[config.mk]
export PLATFORM = sky130hd
export DESIGN_NAME = dma_irq_regbank
export DESIGN_NICKNAME = d
export VERILOG_FILES = /design/src/rtl/dma_irq_regbank.sv
export SDC_FILE = /design/constraint.sdc
export NUM_CORES = 1
export LEC_CHECK = 0
export BUFFER_PORTS_ARGS = -buffer_cell sky130_fd_sc_hd__buf_2
export CAP_MARGIN = 20
export CORE_MARGIN = 2
export CORE_UTILIZATION = 30
export DETAILED_ROUTE_END_ITERATION = 8
export SYNTH_ARGS = -nofsm -noshare
export SYNTH_HDL_FRONTEND = slang
export SYNTH_SLANG_ARGS = --single-unit
[constraint.sdc]
create_clock -name clk -period 3.7 [get_ports clk]
set_input_delay 0.74 -clock clk [delete_from_list [all_inputs] [get_ports clk]]
set_output_delay 0.74 -clock clk [all_outputs]
set_load 0.005 [all_outputs]
[src/rtl/dma_irq_regbank.sv]
module dma_irq_regbank #(
  parameter int ADDR_W = 12,
  parameter int ACCT_W = 8,
  parameter int BYTE_W = 32,
  parameter int BEAT_W = 16
) (
  input  logic              clk,
  input  logic              rst_n,
  input  logic [ADDR_W-1:0] reg_addr,
  input  logic              reg_rd,
  input  logic              reg_wr,
  input  logic [31:0]       reg_wdata,
  output logic [31:0]       reg_rdata,
  input  logic              ev_xfer_done,
  input  logic              ev_wdata_err,
  input  logic              ev_rdata_err,
  input  logic              ev_ddesc_err,
  input  logic              ev_sdesc_err,
  input  logic              ev_ddesc_done,
  input  logic              src_acct_inc,
  input  logic              dst_acct_inc,
  input  logic              beat_vld,
  input  logic [BEAT_W-1:0] beat_bytes,
  output logic              irq
);
  localparam logic [ADDR_W-1:0] A_STAT = ADDR_W'('h100);
  localparam logic [ADDR_W-1:0] A_MASK = ADDR_W'('h104);
  localparam logic [ADDR_W-1:0] A_UNM  = ADDR_W'('h108);
  localparam logic [ADDR_W-1:0] A_MSK  = ADDR_W'('h10C);
  localparam logic [ADDR_W-1:0] A_BYTE = ADDR_W'('h188);
  localparam logic [ADDR_W-1:0] A_SACC = ADDR_W'('h190);
  localparam logic [ADDR_W-1:0] A_DACC = ADDR_W'('h194);
  localparam logic [ACCT_W-1:0] ACC_ONE = ACCT_W'(1);

  logic [11:0]       stat_q, mask_q, st_set, st_clr;
  logic [ACCT_W-1:0] sacc_q, dacc_q;
  logic [BYTE_W-1:0] bytes_q;
  logic [BYTE_W:0]   bsum;

  wire h_stat = reg_addr == A_STAT;
  wire h_mask = reg_addr == A_MASK;
  wire h_unm  = reg_addr == A_UNM;
  wire h_msk  = reg_addr == A_MSK;
  wire h_byte = reg_addr == A_BYTE;
  wire h_sacc = reg_addr == A_SACC;
  wire h_dacc = reg_addr == A_DACC;
  wire mapped = h_stat | h_mask | h_unm | h_msk | h_byte | h_sacc | h_dacc;
  wire bad    = (reg_rd | reg_wr) & ~mapped;

  wire sacc_rd   = reg_rd & h_sacc;
  wire dacc_rd   = reg_rd & h_dacc;
  wire sacc_full = &sacc_q;
  wire dacc_full = &dacc_q;
  wire sacc_err  = src_acct_inc & sacc_full & ~sacc_rd;
  wire dacc_err  = dst_acct_inc & dacc_full & ~dacc_rd;

  wire bwr = reg_wr & h_byte;
  assign bsum = {1'b0, bytes_q} + {{(BYTE_W + 1 - BEAT_W){1'b0}}, beat_bytes};
  wire b_ovf = beat_vld & ~bwr & bsum[BYTE_W];

  assign st_set = {1'b0, ev_xfer_done, ev_wdata_err, ev_rdata_err, ev_ddesc_err,
                   ev_sdesc_err, dacc_err, sacc_err, b_ovf, ev_ddesc_done, 1'b0, bad};
  assign st_clr = (reg_wr & h_stat) ? reg_wdata[11:0] : 12'h000;

  always_ff @(posedge clk or negedge rst_n) begin
    if (!rst_n) begin
      stat_q  <= '0;
      mask_q  <= '1;
      sacc_q  <= '0;
      dacc_q  <= '0;
      bytes_q <= '0;
    end else begin
      stat_q <= (stat_q & ~st_clr) | st_set;
      if (reg_wr & h_unm)      mask_q <= mask_q & ~reg_wdata[11:0];
      else if (reg_wr & h_msk) mask_q <= mask_q | reg_wdata[11:0];
      if (sacc_rd)                         sacc_q <= src_acct_inc ? ACC_ONE : '0;
      else if (src_acct_inc & ~sacc_full)  sacc_q <= sacc_q + ACC_ONE;
      if (dacc_rd)                         dacc_q <= dst_acct_inc ? ACC_ONE : '0;
      else if (dst_acct_inc & ~dacc_full)  dacc_q <= dacc_q + ACC_ONE;
      if (bwr)           bytes_q <= reg_wdata[BYTE_W-1:0];
      else if (beat_vld) bytes_q <= bsum[BYTE_W-1:0];
    end
  end

  always_comb begin
    reg_rdata = '0;
    if (reg_rd) begin
      if (h_stat)      reg_rdata = 32'(stat_q);
      else if (h_mask) reg_rdata = 32'(mask_q);
      else if (h_byte) reg_rdata = 32'(bytes_q);
      else if (h_sacc) reg_rdata = 32'(sacc_q);
      else if (h_dacc) reg_rdata = 32'(dacc_q);
    end
  end

  assign irq = |(stat_q & ~mask_q);


  evt_wins_chk: assert property (@(posedge clk) disable iff (!rst_n)
    ev_xfer_done |=> stat_q[10]);

  w1c_chk: assert property (@(posedge clk) disable iff (!rst_n)
    (reg_wr && h_stat && reg_wdata[9] && !ev_wdata_err) |=> !stat_q[9]);

  unmask_chk: assert property (@(posedge clk) disable iff (!rst_n)
    (reg_wr && h_unm) |=> ((mask_q & $past(reg_wdata[11:0])) == 12'h000));

  irq_src_chk: assert property (@(posedge clk) disable iff (!rst_n)
    irq |-> (stat_q != 12'h000));

  acct_clr_chk: assert property (@(posedge clk) disable iff (!rst_n)
    (sacc_rd && !src_acct_inc) |=> (sacc_q == '0));

  acct_sat_chk: assert property (@(posedge clk) disable iff (!rst_n)
    (dst_acct_inc && dacc_full && !dacc_rd) |=> (stat_q[5] && dacc_full));

  bad_addr_chk: assert property (@(posedge clk) disable iff (!rst_n)
    bad |=> stat_q[0]);
endmodule

==> results.cfg <==
[synthesis]
yosys.area_share.simple = 0.205
synth_edf_count = 0
synth_area_leaders = dfrtp_1, mux2i_1, dfstp_2
syn-cell-area_um2 = 4930
synth.avg_cell_area_um2 = 8.81
synth_commonest_cells = nand2_1, dfrtp_1, o21ai_0
ys_async_sr_fraction = 1.00
synthAdderAreaFrac = 0.0498
synth-compound-area-share = 0.177
syn_nets = 651
synth_largest_area_cell = dfrtp_1
synth_top_area_frac = 0.305
syn_inst = 559
ys_ff_latch = 72
synthFlopType = dfrtp_1
synth_top_family_by_area = simple AND/OR/NAND/NOR gates
ys.warnings.count = 0
seq_area_frac_synth = 0.369
netlist-cell-type-count = 58
synthXorXnorAreaFrac = 0.0693
muxShareOfSynthArea = 0.0924
yosysMostFrequentCell = nand2_1

[grt]
grt_use_met1 = 0.230
grt_use_met2 = 0.255
grt_usage = 0.162
grt_pass1_wl_um = 22700
overflow = 0
grtUsageMet3 = 0.0292
grt_pass1_vias = 4290
top_usage_layer = met2
antenna_found_initial = 0
grt_max_degree = 41

[setup_path]
cp-start-kind = input pin
crit_path_cell_trace = buf_2 > nor4b_4 > nand2_2 > nor2_1 > nand2_1 > buf_4 > o21ai_0 > o311a_1 > buf_2
end_kind = output pin
path_max_fanout = 14
cp_common_cell = buf_2
crit_type = input pin to output pin
cpPeakStageDelay_ns = 0.35
crit_arrival_ns = 2.59
cp_data_required_time_ns = 2.96
slowest_stage = nor4b_4

[clock_tree]
htree_levels = 3
clockBufferDepth = 2
cts_setup_buffers = 0
numCtsBuffers = 9
cts_resized = 0
root_buffer = clkbuf_16
cts_tree = done
cts_sinks = 72
clk_pin_slew_worst_paths_ns = 0.06
clk_latency_ns = 0.34
hold_buffers = 0

[layout]
fillers = 1660
regArea_um2 = 1820
nNetsFinal = 750
antennaDiodeCount = 0
drive_gt1_frac = 0.244
multi_input_area_um2 = 2930
area_growth_pct = 21.6
fin_cells = 879
finish.instance_area_um2 = 5990

[place]
gp_congestion = 0.841
place_inst = 863
io_buffers = 105
placed_cell_area_um2 = 5720
dp_hpwl_um = 10500

[detailed_routing]
vias = 4421
finalWirelength_um = 14000
drtAntennaViolNets = 0
drtIter0Drc = 340
wire_per_inst_um = 15.9
drc = 0
drt-vias-per-instance = 5.03
dr.pass1.iters = 5

[power]
ir_drop_mv = 0.229
power_frac_clock = 0.243
power_switching_mw = 1.28
p_int_mw = 2.00
leakage_nw = 2.71
seqPwrFrac = 0.363
sw_frac_of_total = 0.391
power_frac_comb = 0.395
power_density_nw_per_um2 = 548

[floorplanning]
start_util = 0.309
die_area_um2 = 17500
die-width_um = 132
ios = 106
dieHeight_um = 132
core_area_um2 = 15900
rows = 46

[job]
cap_violations = 0

[sta]
final.setup.tns_ns = 0
fin_crit_sh = 0.900
rsz0062_at_grt = no
final-hold-violation-count = 0
worst_clock_skew_ns = 0.00852
report.final.slew_viol_count = 0
fmax_mhz = 300
setup-violations-final = 0
max_slew_margin = 0.447
fin_crit_ns = 3.33
tightest_slew_ns = 0.830
hold-worst-slack_ns = 0.501

[run_status]
status = finished, final reports clean

[min_path]
min_path_type = input pin to async pin
metrics by stage:
step | setup slack [ns] | power, mW | util
after floorplan | 0.896 | 2.11 | -
after global placement | 0.381 | 2.47 | 0.359
after detailed placement | 0.378 | 2.48 | 0.359
after CTS | 0.370 | 3.29 | 0.376
after global routing | 0.129 | 3.52 | 0.376
final | 0.371 | 3.28 | 0.376
layer usage:
metal  share of wire  wire, um  vias to the layer above
met2            0.46      6390                      117
met3           0.056       785                       10
met4          0.0087       122                        0
met1            0.48      6680                     2103
met5               0         0                        -
li1                -         -                     2191
worst paths after layout:
kind	from	end	slack, ns	cells past startpoint
worst min register to register	stat_q[0]$_DFF_PN0_	stat_q[0]$_DFF_PN0_	0.50	2
min in group clk	stat_q[0]$_DFF_PN0_	stat_q[0]$_DFF_PN0_	0.50	2
worst max register to register	bytes_q[0]$_DFFE_PN0P_	stat_q[3]$_DFF_PN0_	0.96	8
worst max-delay path	reg_addr[9]	reg_rdata[8]	0.37	9
max in group asynchronous	rst_n	async pin	2.44	2
worst min-delay path	rst_n	bytes_q[26]$_DFFE_PN0P_	0.50	1
cells by family after synthesis:
kind of cell,after synthesis
xor gates and xnor gates,39
DFF,72
adders and majority gates,19
buffers and inverters,45
muxes,44
and+or+nand+nor,202
AOI/OAI and AO/OA,138
cells in the final DEF (no fill, tap or decap), types with 3 or more instances in the layout:
master      count
or3_1           4
a21oi_1        35
nand2_1        80
ha_1           18
o21ai_0        41
o211ai_1        7
buf_4           6
nor2_1         37
nor2b_1        14
nand4_1         8
clkbuf_16       9
dfstp_2        12
nor3_1          9
inv_1          19
and3_1         28
buf_12          3
xnor2_1        18
a31oi_1         3
mux2i_1        32
dfrtp_1        60
a21o_1         12
xor2_1         21
mux2_2         12
buf_2         105
o22ai_1        12
a221oi_1        3
clkinvlp_4      4
nand3_1        10
power by group through the flow:
stage | Sequential [mW] | Clock (mW) | Combinational [mW]
2_1_floorplan | 1.13 | 0 | 0.984
3_3_place_gp | 1.20 | 0 | 1.28
3_5_place_dp | 1.20 | 0 | 1.27
4_1_cts | 1.19 | 0.816 | 1.29
5_1_grt | 1.22 | 0.848 | 1.45
6_report | 1.19 | 0.796 | 1.30
area by class of cell:
| type | instances | area share |
|---|---|---|
| timing repair buffer | 114 | 0.105 |
| clock inverter | 6 | 0.00731 |
| inverter | 19 | 0.0119 |
| clock buffer | 10 | 0.0382 |
| sequential | 72 | 0.303 |
| multi-input combinational | 442 | 0.489 |
| tap | 216 | 0.0451 |
critical path: cells and delay by family:
kind            cells  cell delay [ns]
buf+inv             3             0.52
simple gates        4             0.95
compound gates      2             0.37
No activity file was read; power rests on OpenSTA's default activity.
